**config.mk**
```make
export PLATFORM = sky130hd
export DESIGN_NAME = vec_issue_sb
export DESIGN_NICKNAME = d
export VERILOG_FILES = /design/src/rtl/vsb_pkg.sv /design/src/rtl/vsb_ready_table.sv /design/src/rtl/vsb_dbl_unit.sv /design/src/rtl/vsb_issue_ctl.sv /design/src/rtl/vec_issue_sb.sv
export SDC_FILE = /design/constraint.sdc
export NUM_CORES = 2
export LEC_CHECK = 0
export BUFFER_PORTS_ARGS = -buffer_cell sky130_fd_sc_hd__buf_2
export CAP_MARGIN = 20
export CORE_MARGIN = 5
export CORE_UTILIZATION = 25
export CTS_CLUSTER_DIAMETER = 60
export DETAILED_ROUTE_END_ITERATION = 8
export HOLD_SLACK_MARGIN = 0.08
export SYNTH_ARGS = -nofsm -noshare
export SYNTH_HDL_FRONTEND = slang
export SYNTH_SLANG_ARGS = --single-unit
export TNS_END_PERCENT = 20
```
**constraint.sdc**
```tcl
create_clock -name clk -period 17.76 [get_ports clk]
set_input_delay 1.776 -clock clk [delete_from_list [all_inputs] [get_ports clk]]
set_output_delay 1.776 -clock clk [all_outputs]
set_load 0.01 [all_outputs]
```
**src/rtl/vsb_pkg.sv**
```systemverilog
package vsb_pkg;

  localparam int CLS_W   = 4;
  localparam int CNT_W   = 4;
  localparam int DBL_GAP = 6;

  typedef enum logic [CLS_W-1:0] {
    OC_ISIMP = 4'd0,
    OC_ISHFT = 4'd1,
    OC_ICPLX = 4'd2,
    OC_FSGL  = 4'd3,
    OC_FCONV = 4'd4,
    OC_FDBL  = 4'd5,
    OC_SHUF  = 4'd6,
    OC_LDST  = 4'd7,
    OC_BRCH  = 4'd8
  } op_cls_e;

  // cycles from issue until the result may be consumed
  function automatic logic [CNT_W-1:0] cls_latency(input logic [CLS_W-1:0] c);
    logic [CNT_W-1:0] l;
    case (c)
      OC_ISIMP: l = 4'd2;
      OC_ISHFT: l = 4'd4;
      OC_ICPLX: l = 4'd7;
      OC_FSGL:  l = 4'd6;
      OC_FCONV: l = 4'd7;
      OC_FDBL:  l = 4'd13;
      OC_SHUF:  l = 4'd4;
      OC_LDST:  l = 4'd6;
      default:  l = 4'd1;
    endcase
    return l;
  endfunction

  // 0: arithmetic pipe, 1: permute/memory/branch pipe
  function automatic logic cls_pipe(input logic [CLS_W-1:0] c);
    return (c >= OC_SHUF);
  endfunction

  function automatic logic cls_writes(input logic [CLS_W-1:0] c);
    return (c <= OC_LDST);
  endfunction

  function automatic logic cls_is_dbl(input logic [CLS_W-1:0] c);
    return (c == OC_FDBL);
  endfunction

  // one cycle of countdown, saturating at zero
  function automatic logic [CNT_W-1:0] count_step(input logic [CNT_W-1:0] v);
    return (v == '0) ? '0 : v - 1'b1;
  endfunction

  function automatic logic [CNT_W-1:0] keep_longer(input logic [CNT_W-1:0] a,
                                                   input logic [CNT_W-1:0] b);
    return (a > b) ? a : b;
  endfunction

endpackage

```
**src/rtl/vsb_ready_table.sv**
```systemverilog
module vsb_ready_table
  import vsb_pkg::*;
#(
  parameter int NREG = 128,
  localparam int AW = $clog2(NREG)
) (
  input  logic             clk,
  input  logic             rst,
  input  logic             wa_en,
  input  logic [AW-1:0]    wa_idx,
  input  logic [CNT_W-1:0] wa_val,
  input  logic             wb_en,
  input  logic [AW-1:0]    wb_idx,
  input  logic [CNT_W-1:0] wb_val,
  output logic [NREG-1:0]  rdy
);

  for (genvar g = 0; g < NREG; g++) begin : g_reg
    logic [CNT_W-1:0] cnt;
    logic [CNT_W-1:0] nxt;
    logic             hit_a;
    logic             hit_b;

    assign hit_a = wa_en && (wa_idx == AW'(g));
    assign hit_b = wb_en && (wb_idx == AW'(g));

    always_comb begin
      nxt = count_step(cnt);
      if (hit_a) nxt = keep_longer(nxt, wa_val);
      if (hit_b) nxt = keep_longer(nxt, wb_val);
    end

    always_ff @(posedge clk) begin
      if (rst) cnt <= '0;
      else     cnt <= nxt;
    end

    assign rdy[g] = (cnt == '0);

    // without a write the count only ever steps down by one
    p_count_step_r2: assert property (@(posedge clk) disable iff (rst)
      (!hit_a && !hit_b && cnt != '0) |=> (cnt == CNT_W'($past(cnt) - 1'b1)));

    // a write never shortens what was already pending
    p_keep_longer_r7: assert property (@(posedge clk) disable iff (rst)
      (hit_a || hit_b) |=> (cnt >= $past(count_step(cnt))));

    // a write always leaves at least its own latency pending
    p_write_floor_r7: assert property (@(posedge clk) disable iff (rst)
      hit_a |=> (cnt >= $past(wa_val)));
  end

endmodule

```
**src/rtl/vsb_dbl_unit.sv**
```systemverilog
module vsb_dbl_unit #(
  parameter int GAP = 6,
  localparam int BW = $clog2(GAP + 1)
) (
  input  logic clk,
  input  logic rst,
  input  logic dbl_fire,
  output logic busy
);

  logic [BW-1:0] left;

  always_ff @(posedge clk) begin
    if (rst)           left <= '0;
    else if (dbl_fire) left <= BW'(GAP - 1);
    else if (left != '0) left <= left - 1'b1;
  end

  assign busy = (left != '0);

  // the issue logic never launches a double into a busy unit
  p_dbl_gap_r4: assert property (@(posedge clk) disable iff (rst)
    dbl_fire |-> !busy);

  // a launch makes the unit busy for the following cycle
  p_dbl_hold_r4: assert property (@(posedge clk) disable iff (rst)
    dbl_fire |=> busy);

  // reset leaves the unit free
  p_reset_free_r8: assert property (@(posedge clk)
    rst |=> !busy);

endmodule

```
**src/rtl/vsb_issue_ctl.sv**
```systemverilog
module vsb_issue_ctl
  import vsb_pkg::*;
#(
  parameter int NREG = 128,
  localparam int AW = $clog2(NREG)
) (
  input  logic             s0_vld,
  input  logic [CLS_W-1:0] s0_cls,
  input  logic             s0_wen,
  input  logic [AW-1:0]    s0_dst,
  input  logic [AW-1:0]    s0_sa,
  input  logic [AW-1:0]    s0_sb,
  input  logic             s1_vld,
  input  logic [CLS_W-1:0] s1_cls,
  input  logic             s1_wen,
  input  logic [AW-1:0]    s1_dst,
  input  logic [AW-1:0]    s1_sa,
  input  logic [AW-1:0]    s1_sb,
  input  logic [NREG-1:0]  rdy,
  input  logic             dbl_busy,
  output logic             go0,
  output logic             go1,
  output logic [1:0]       p_iss,
  output logic [1:0]       p_stall,
  output logic             wa_en,
  output logic [AW-1:0]    wa_idx,
  output logic [CNT_W-1:0] wa_val,
  output logic             wb_en,
  output logic [AW-1:0]    wb_idx,
  output logic [CNT_W-1:0] wb_val,
  output logic             dbl_fire
);

  logic pipe0, pipe1;
  logic srcs0_ok, srcs1_ok;
  logic unit0_ok, unit1_ok;
  logic wr0, wr1;
  logic raw_pair;
  logic pipes_differ;

  assign pipe0 = cls_pipe(s0_cls);
  assign pipe1 = cls_pipe(s1_cls);

  assign srcs0_ok = rdy[s0_sa] && rdy[s0_sb];
  assign srcs1_ok = rdy[s1_sa] && rdy[s1_sb];

  assign unit0_ok = !(cls_is_dbl(s0_cls) && dbl_busy);
  assign unit1_ok = !(cls_is_dbl(s1_cls) && dbl_busy);

  assign wr0 = s0_wen && cls_writes(s0_cls);
  assign wr1 = s1_wen && cls_writes(s1_cls);

  assign raw_pair     = wr0 && ((s1_sa == s0_dst) || (s1_sb == s0_dst));
  assign pipes_differ = (pipe0 != pipe1);

  assign go0 = s0_vld && srcs0_ok && unit0_ok;
  assign go1 = go0 && s1_vld && pipes_differ && !raw_pair && srcs1_ok && unit1_ok;

  for (genvar p = 0; p < 2; p++) begin : g_pipe
    logic on0, on1;
    assign on0 = (pipe0 == 1'(p));
    assign on1 = (pipe1 == 1'(p));
    assign p_iss[p]   = (go0 && on0) || (go1 && on1);
    assign p_stall[p] = (s0_vld && !go0 && on0) || (s1_vld && !go1 && on1);
  end

  assign wa_en  = go0 && wr0;
  assign wa_idx = s0_dst;
  assign wa_val = cls_latency(s0_cls) - 1'b1;
  assign wb_en  = go1 && wr1;
  assign wb_idx = s1_dst;
  assign wb_val = cls_latency(s1_cls) - 1'b1;

  assign dbl_fire = (go0 && cls_is_dbl(s0_cls)) || (go1 && cls_is_dbl(s1_cls));

endmodule

```
**src/rtl/vec_issue_sb.sv**
```systemverilog
module vec_issue_sb
  import vsb_pkg::*;
#(
  parameter int NREG    = 128,
  parameter int GAP     = DBL_GAP,
  localparam int AW     = $clog2(NREG)
) (
  input  logic             clk,
  input  logic             rst,
  input  logic             s0_vld,
  input  logic [CLS_W-1:0] s0_cls,
  input  logic             s0_wen,
  input  logic [AW-1:0]    s0_dst,
  input  logic [AW-1:0]    s0_sa,
  input  logic [AW-1:0]    s0_sb,
  input  logic             s1_vld,
  input  logic [CLS_W-1:0] s1_cls,
  input  logic             s1_wen,
  input  logic [AW-1:0]    s1_dst,
  input  logic [AW-1:0]    s1_sa,
  input  logic [AW-1:0]    s1_sb,
  output logic             s0_go,
  output logic             s1_go,
  output logic [1:0]       pipe_iss,
  output logic [1:0]       pipe_stall
);

  logic [NREG-1:0]  rdy;
  logic             dbl_busy;
  logic             dbl_fire;
  logic             wa_en, wb_en;
  logic [AW-1:0]    wa_idx, wb_idx;
  logic [CNT_W-1:0] wa_val, wb_val;

  vsb_ready_table #(.NREG(NREG)) u_table (
    .clk(clk), .rst(rst),
    .wa_en(wa_en), .wa_idx(wa_idx), .wa_val(wa_val),
    .wb_en(wb_en), .wb_idx(wb_idx), .wb_val(wb_val),
    .rdy(rdy)
  );

  vsb_dbl_unit #(.GAP(GAP)) u_dbl (
    .clk(clk), .rst(rst), .dbl_fire(dbl_fire), .busy(dbl_busy)
  );

  vsb_issue_ctl #(.NREG(NREG)) u_ctl (
    .s0_vld(s0_vld), .s0_cls(s0_cls), .s0_wen(s0_wen),
    .s0_dst(s0_dst), .s0_sa(s0_sa), .s0_sb(s0_sb),
    .s1_vld(s1_vld), .s1_cls(s1_cls), .s1_wen(s1_wen),
    .s1_dst(s1_dst), .s1_sa(s1_sa), .s1_sb(s1_sb),
    .rdy(rdy), .dbl_busy(dbl_busy),
    .go0(s0_go), .go1(s1_go), .p_iss(pipe_iss), .p_stall(pipe_stall),
    .wa_en(wa_en), .wa_idx(wa_idx), .wa_val(wa_val),
    .wb_en(wb_en), .wb_idx(wb_idx), .wb_val(wb_val),
    .dbl_fire(dbl_fire)
  );

  // pipe 1 issues only classes coded 6 and above
  p_pipe_route_r1: assert property (@(posedge clk) disable iff (rst)
    pipe_iss[1] |-> ((s0_go && s0_cls >= 4'd6) || (s1_go && s1_cls >= 4'd6)));

  // an issuing older slot has both operands ready in the table
  p_src_ready_r3: assert property (@(posedge clk) disable iff (rst)
    s0_go |-> (rdy[s0_sa] && rdy[s0_sb]));

  // a dual issue never carries a same-cycle dependency
  p_no_pair_dep_r5: assert property (@(posedge clk) disable iff (rst)
    (s1_go && s0_wen && s0_cls <= 4'd7) |-> (s1_sa != s0_dst && s1_sb != s0_dst));

  // the younger slot never overtakes the older one
  p_in_order_r6: assert property (@(posedge clk) disable iff (rst)
    s1_go |-> s0_go);

  // a blocked older instruction always shows up as a stall
  p_stall_seen_r9: assert property (@(posedge clk) disable iff (rst)
    (s0_vld && !s0_go) |-> (pipe_stall != 2'b00));

endmodule

```
# Word level (Yosys, flattened, before mapping)
# Memories as Yosys holds them, arrays and structs flattened.
# Cells that the tools add are included.
# word_totals
regBits	515
romBits	64
input_bits	56
wordCells	1868
n_memories	2
# op_classes
n_addsub	131
magnitude_cmp	264
eq_ne	259
mux	652
n_bitwise	2
reduce_logical	428
# mem_list
memory	depth	word_bits	rd	rd_clocked_by_memory_dff	wr	line	rtl
(no name shown)	8	4	1	0	0	vsb_pkg.sv:22	case (c)
(no name shown)	8	4	1	0	0	vsb_pkg.sv:22	
# op_table
op	n
2-to-1 mux 4 bit	642
> comparator 4 bit	256
equality test 7 bit, second input constant	128
subtractor 4 x 1 -> 4 bit, second input constant	130
zero test 4 bit	128
equality test 7 x 6 -> 1 bit, second input constant	64
logical AND 1 bit	284
equality test 7 x 5 -> 1 bit, second input constant	32
equality test 7 x 4 -> 1 bit, second input constant	16
equality test 7 x 3 -> 1 bit, second input constant	8
< comparator 7 x 8 -> 1 bit, second input constant	4
binary-select mux 1 bit (select 7 bit)	4
equality test 7 x 2 -> 1 bit, second input constant	4
equality test 7 x 1 -> 1 bit, second input constant	2
equality test 7 bit	2
zero test 7 bit	2
equality test 4 x 3 -> 1 bit, second input constant	2
>= comparator 4 x 3 -> 1 bit, second input constant	2
less-or-equal comparator 4 x 3 -> 1 bit, second input constant	2
logical OR 1 bit	6
2-to-1 mux 3 bit	2
zero test 1 bit	5
2-to-1 mux 1 bit	4
nonzero test 3 bit	1
other kinds (5)	6

# Depth between registers and ports, before layout
# depth
word_depth	15
depth_mapped	31

# By module
# From an unflattened synthesis, not the netlist that was laid out.
# unflattened
hier_cells	7166
hier_area_um2	61890.6
# by_module_without_submodules
mod	instances	cells_each	area_each_um2	seq_area_each_um2
vsb_ready_table	1	6700	56530.5	10249.8
vsb_issue_ctl	1	448	5190.0	0.0
vsb_dbl_unit	1	18	170.2	60.1

# Worst setup path before layout
# No wires, ideal clock.
# synth_path
path_kind	input to register
start	input s0_cls[0]
end	register u_table.g_reg[3].cnt[2]
setup_time_ps	118
t_arrival_ps	12610
required_time_ps	17642
setup_slack_ps	5032
cell_stages	28
n_path_buf	2
path_cell_list	inv_1 ha_1 o21ai_0 nand2_1 inv_1 clkbuf_1 ha_1 xor2_1 clkbuf_1 inv_1 ha_1 o21ai_0 nand2b_1 a21oi_1 a41oi_1 or3_1 nor4_2 mux2_2 ha_1 nor2b_1 o21ai_0 nand2b_1 a21oi_1 a41o_1 nand3_1 a2111oi_2 nor2_1 a22o_1
# synth_between
elab_chain_len	12
# synth_lines
element	line	rtl
start, declared	vec_issue_sb.sv:11	input logic [CLS_W-1:0] s0_cls,
branches (longest 11 deep; another with memory (8 x 4 bit))	-	
2-to-1 mux 4 bit (*)	vsb_ready_table.sv:30	if (hit_b) nxt = keep_longer(nxt, wb_val);
end signal, assigned	vsb_ready_table.sv:35	else cnt <= nxt;
end, declared	vsb_ready_table.sv:19	logic [CNT_W-1:0] cnt;
# Mark *: on every way between the ends.
# A chain may end at the register's enable or synchronous reset.

# Final worst setup path
# layout_path
start	input s0_sb[1]
end	register u_table.g_reg[105].cnt[3]
# layout_between
elab_chain_len	13
# layout_lines
element	line	rtl
start, declared	vec_issue_sb.sv:15	input logic [AW-1:0] s0_sb,
binary-select mux 1 bit (select 7 bit) (*)	vsb_issue_ctl.sv:44	assign srcs0_ok = rdy[s0_sa] && rdy[s0_sb];
2-to-1 mux 1 bit (implied by the code) (*)	vsb_issue_ctl.sv:44	
logical AND 1 bit (*)	vsb_issue_ctl.sv:44	
logical AND 1 bit (*) (2 in a row)	vsb_issue_ctl.sv:56	assign go0 = s0_vld && srcs0_ok && unit0_ok;
branches (longest 7 deep; another with > comparator 4 bit)	-	
2-to-1 mux 4 bit (*)	vsb_ready_table.sv:30	
end signal, assigned	vsb_ready_table.sv:35	
end, declared	vsb_ready_table.sv:19	
# Mark *: on every way between the ends. The select of a mux whose other input is x is not followed.

==> flow_summary.ini <==
[run_status]
status = finished, violations left
violations = design-rule violations

[power]
ir_drop_mv = 0.0940
cellPowerDensity_mw_per_mm2 = 195
p_comb_share_pct = 74.7
clockPowerShare_pct = 12.3
seqPwrFrac_pct = 13.0
p_int_uw = 7710
p_leak_uw = 0.0309
power.switching_uw = 6980
switching_share_pct = 47.5

[setup_path]
cp_top_family = buffers and inverters
cp_common_cell = buf_4
cp-start-kind = primary input
crit_fanout = 38
critical_path_buf_inv_count = 6
crit_chain = buf_2 -> buf_4 -> inv_1 -> mux2_2 -> a21oi_1 -> o21ai_0 -> or4_1 -> a41oi_4 -> buf_4 -> buf_4 -> or3_2 -> buf_4 -> nor3_2 -> mux2_2 -> ha_1 -> nor2b_1 -> o21ai_0 -> nand2b_1 -> a21oi_1 -> a41oi_1 -> nor3_1 -> nand2b_1 -> mux2i_1
critPathArrivalTime_ps = 9250
end_kind = register
crit_type = primary input to register
cp_slowest_cell = inv_1
required_ps = 18320
critPathMaxStageDelay_ps = 900

[synthesis]
synth_top_area_share_pct = 24.0
ys_types = 92
yosysMostFrequentCell = ha_1
syn_area_per_cell_sq_um = 8.43
synth-edff-count = 0
syn_area_sq_mm = 0.0673
ys_top_cells_by_area = ha_1 (24%), dfxtp_1 (15%), mux2_2 (8.8%)
ys_async_sr_fraction_pct = 0
syn_inst = 7977
synth_nets = 9325
synth_seq_area_share_pct = 15.3
ys_ff_latch = 515
synth_common_cells = ha_1 (1292), nor2_1 (689), a21oi_1 (608)
synth_ff_type = dfxtp_1
yosys.area.top_type = ha_1
yosysWarnings = 0

[floorplan]
die_x_um = 529
ios = 62
die_h_um = 529
fp-row-count = 190
die_area_sq_mm = 0.280
floorplan.initialDensity_pct = 25.1
coreArea_sq_mm = 0.268

[sta]
setup_viol = 0
fmax_mhz = 115
finalCritPeriodShare_pct = 49.0
tns_ps = 0
maxSlewViolCount = 0
hold_violations = 0
min_period_ps = 8700
slew_headroom_pct = 14.1
rsz0062_at_grt = false
tightest_slew_ps = 1290
clock_skew_ps = 57.2

[clock_network]
cts_root_buffer = clkbuf_16
clock_path_buffers = 3
clk_pin_slew_worst_paths_ps = 60
cts_setup_buffers = 0
cts_buffers = 88
clk_latency_ps = 750
cts_tree = yes
htree_num_levels = 3
cts_resized = 0
cts.sinks = 515
postCtsHoldBufs = 0

[finish]
postLayoutCellArea_sq_mm = 0.0754
final_net_count = 9293
drive_above_1_share_pct = 17.3
syn2layout_area_growth_pct = 12.1

[drt]
ant_nets = 0
wire_per_inst_um = 22.1
first_pass_iters = 9
viasPerCell = 5.41
drt_wl_total_um = 256000
drt_iter0_drc = 5762
route.detailed.drc = 6
vias = 62800

[global_routing]
grt_pass1_vias = 59800
grtUsageTotal_pct = 17.6
overflow = 0
antenna_found_initial = 39
grt_pass1_wl_um = 379000
grt_max_degree = 101

[place]
place_area_sq_mm = 0.0723
portBuffers = 61
place.gp.congestion = 0.982
dp_hpwl_um = 169000

[job]
maxCapViolations = 0

[worst_hold_path]
holdCritPathClass = register to register
cells by family after synthesis:
family                     after synthesis  share of synthesized area [%]
AOI/OAI and AO/OA                     1879                           17.8
adders and majority gates             1292                           24.0
xor gates and xnor gates               137                           1.78
and+or+nand+nor                       2616                           22.8
muxes                                  789                           13.9
buffers and inverters                  749                           4.43
DFF                                    515                           15.3
layout make-up:
| class | instances | area, sq um |
|---|---|---|
| Clock inverter | 53 | 627 |
| Sequential cell | 515 | 10300 |
| Antenna cell | 21 | 52.6 |
| Fill cell | 28600 | 193000 |
| Clock buffer | 109 | 2410 |
| Tap cell | 3552 | 4440 |
| Timing Repair Buffer | 267 | 1890 |
| Multi-Input combinational cell | 6713 | 54200 |
| Inverter | 360 | 1400 |
metal layers:
metal,global-route usage (%),share of wire (%),wire (um),vias up
li1,-,-,-,29600
met1,22.5,42,107000,29800
met2,28.1,43,111000,2661
met3,3.29,9.1,23300,701
met4,8.71,5.5,14200,2
met5,0.260,0.037,96,-
per-stage QoR:
stage / total power, uW / hold WS (ps) / setup WS, ps / utilization [%] / std cells
2_1_floorplan: 9910 / 532 / 5030 / - / 7977
3_3_place_gp: 12600 / 550 / 8640 / 27.0 / 11400
3_5_place_dp: 12700 / 562 / 8550 / 27.0 / 11400
4_1_cts: 14500 / 569 / 9250 / 28.1 / 11600
5_1_grt: 16200 / 655 / 8920 / 28.1 / 11600
6_report: 14700 / 576 / 9060 / 28.1 / 11600
path summary, 6_finish.rpt:
check	startpoint	end	slack (ps)	depth (start not counted)
setup / recovery	s0_sb[1]	u_table.g_reg[105].cnt[3]$_SDFF_PP0_	9060	23
hold / removal	u_dbl.left[2]$_SDFFE_PP0P_	u_dbl.left[2]$_SDFFE_PP0P_	580	2
setup reg to reg	u_table.g_reg[80].cnt[0]$_SDFF_PP0_	u_table.g_reg[106].cnt[3]$_SDFF_PP0_	10190	23
hold reg to reg	u_dbl.left[2]$_SDFFE_PP0P_	u_dbl.left[2]$_SDFFE_PP0P_	580	2
cells in the final DEF (no fill, tap or decap), types with 33 or more instances in the layout:
master     instances
mux2_2           523
nor3b_1          126
or2_2            121
a41oi_1          203
nor4_2            39
a21oi_1          606
a211oi_1          86
nand4_1           42
buf_4            201
buf_2             62
mux2i_1          198
inv_1            348
o21a_1           159
nand2_1          310
dfxtp_1          515
xnor2_1          127
and2_1            60
nor2_1           686
a21o_1            38
ha_1            1290
mux4_2            55
nor4_4            58
nor3_1           241
a31o_2            61
o21ai_0          390
nand2b_1         306
o31ai_1           33
nor2b_1          288
nand3_1           77
or3_1             46
clkbuf_16         89
and4_1            55
a31oi_1          135
worst register-to-register path: stages (launching register included):
cell      delay, ps
dfxtp_1         310
inv_1            90
ha_1            190
nor3b_1         730
mux2i_1         400
o311ai_0        460
a21oi_1          70
a31oi_1         410
a41oi_4         170
buf_4           330
buf_4           440
or3_2           850
buf_4           410
nor4_4          480
mux2_2          410
ha_1            310
nor2b_1         130
o21ai_0         160
nand2b_1         70
a21oi_1         150
a41oi_1          60
nor3_1          460
nand2b_1        170
mux2i_1         140
flip-flops by register name (all words and copies together), names as in the netlist:
signal	cells
u_table.g.cnt	512
u_dbl.left	3
power by group through the flow:
stage	combinational (uW)	sequential, uW	clock, uW
finish	11000	1910	1810
global route	12400	1960	1880
CTS	10800	1900	1840
detailed placement	10700	1920	0
global placement	10700	1920	0
floorplan	8070	1840	0
No activity file was read; power rests on OpenSTA's default activity.
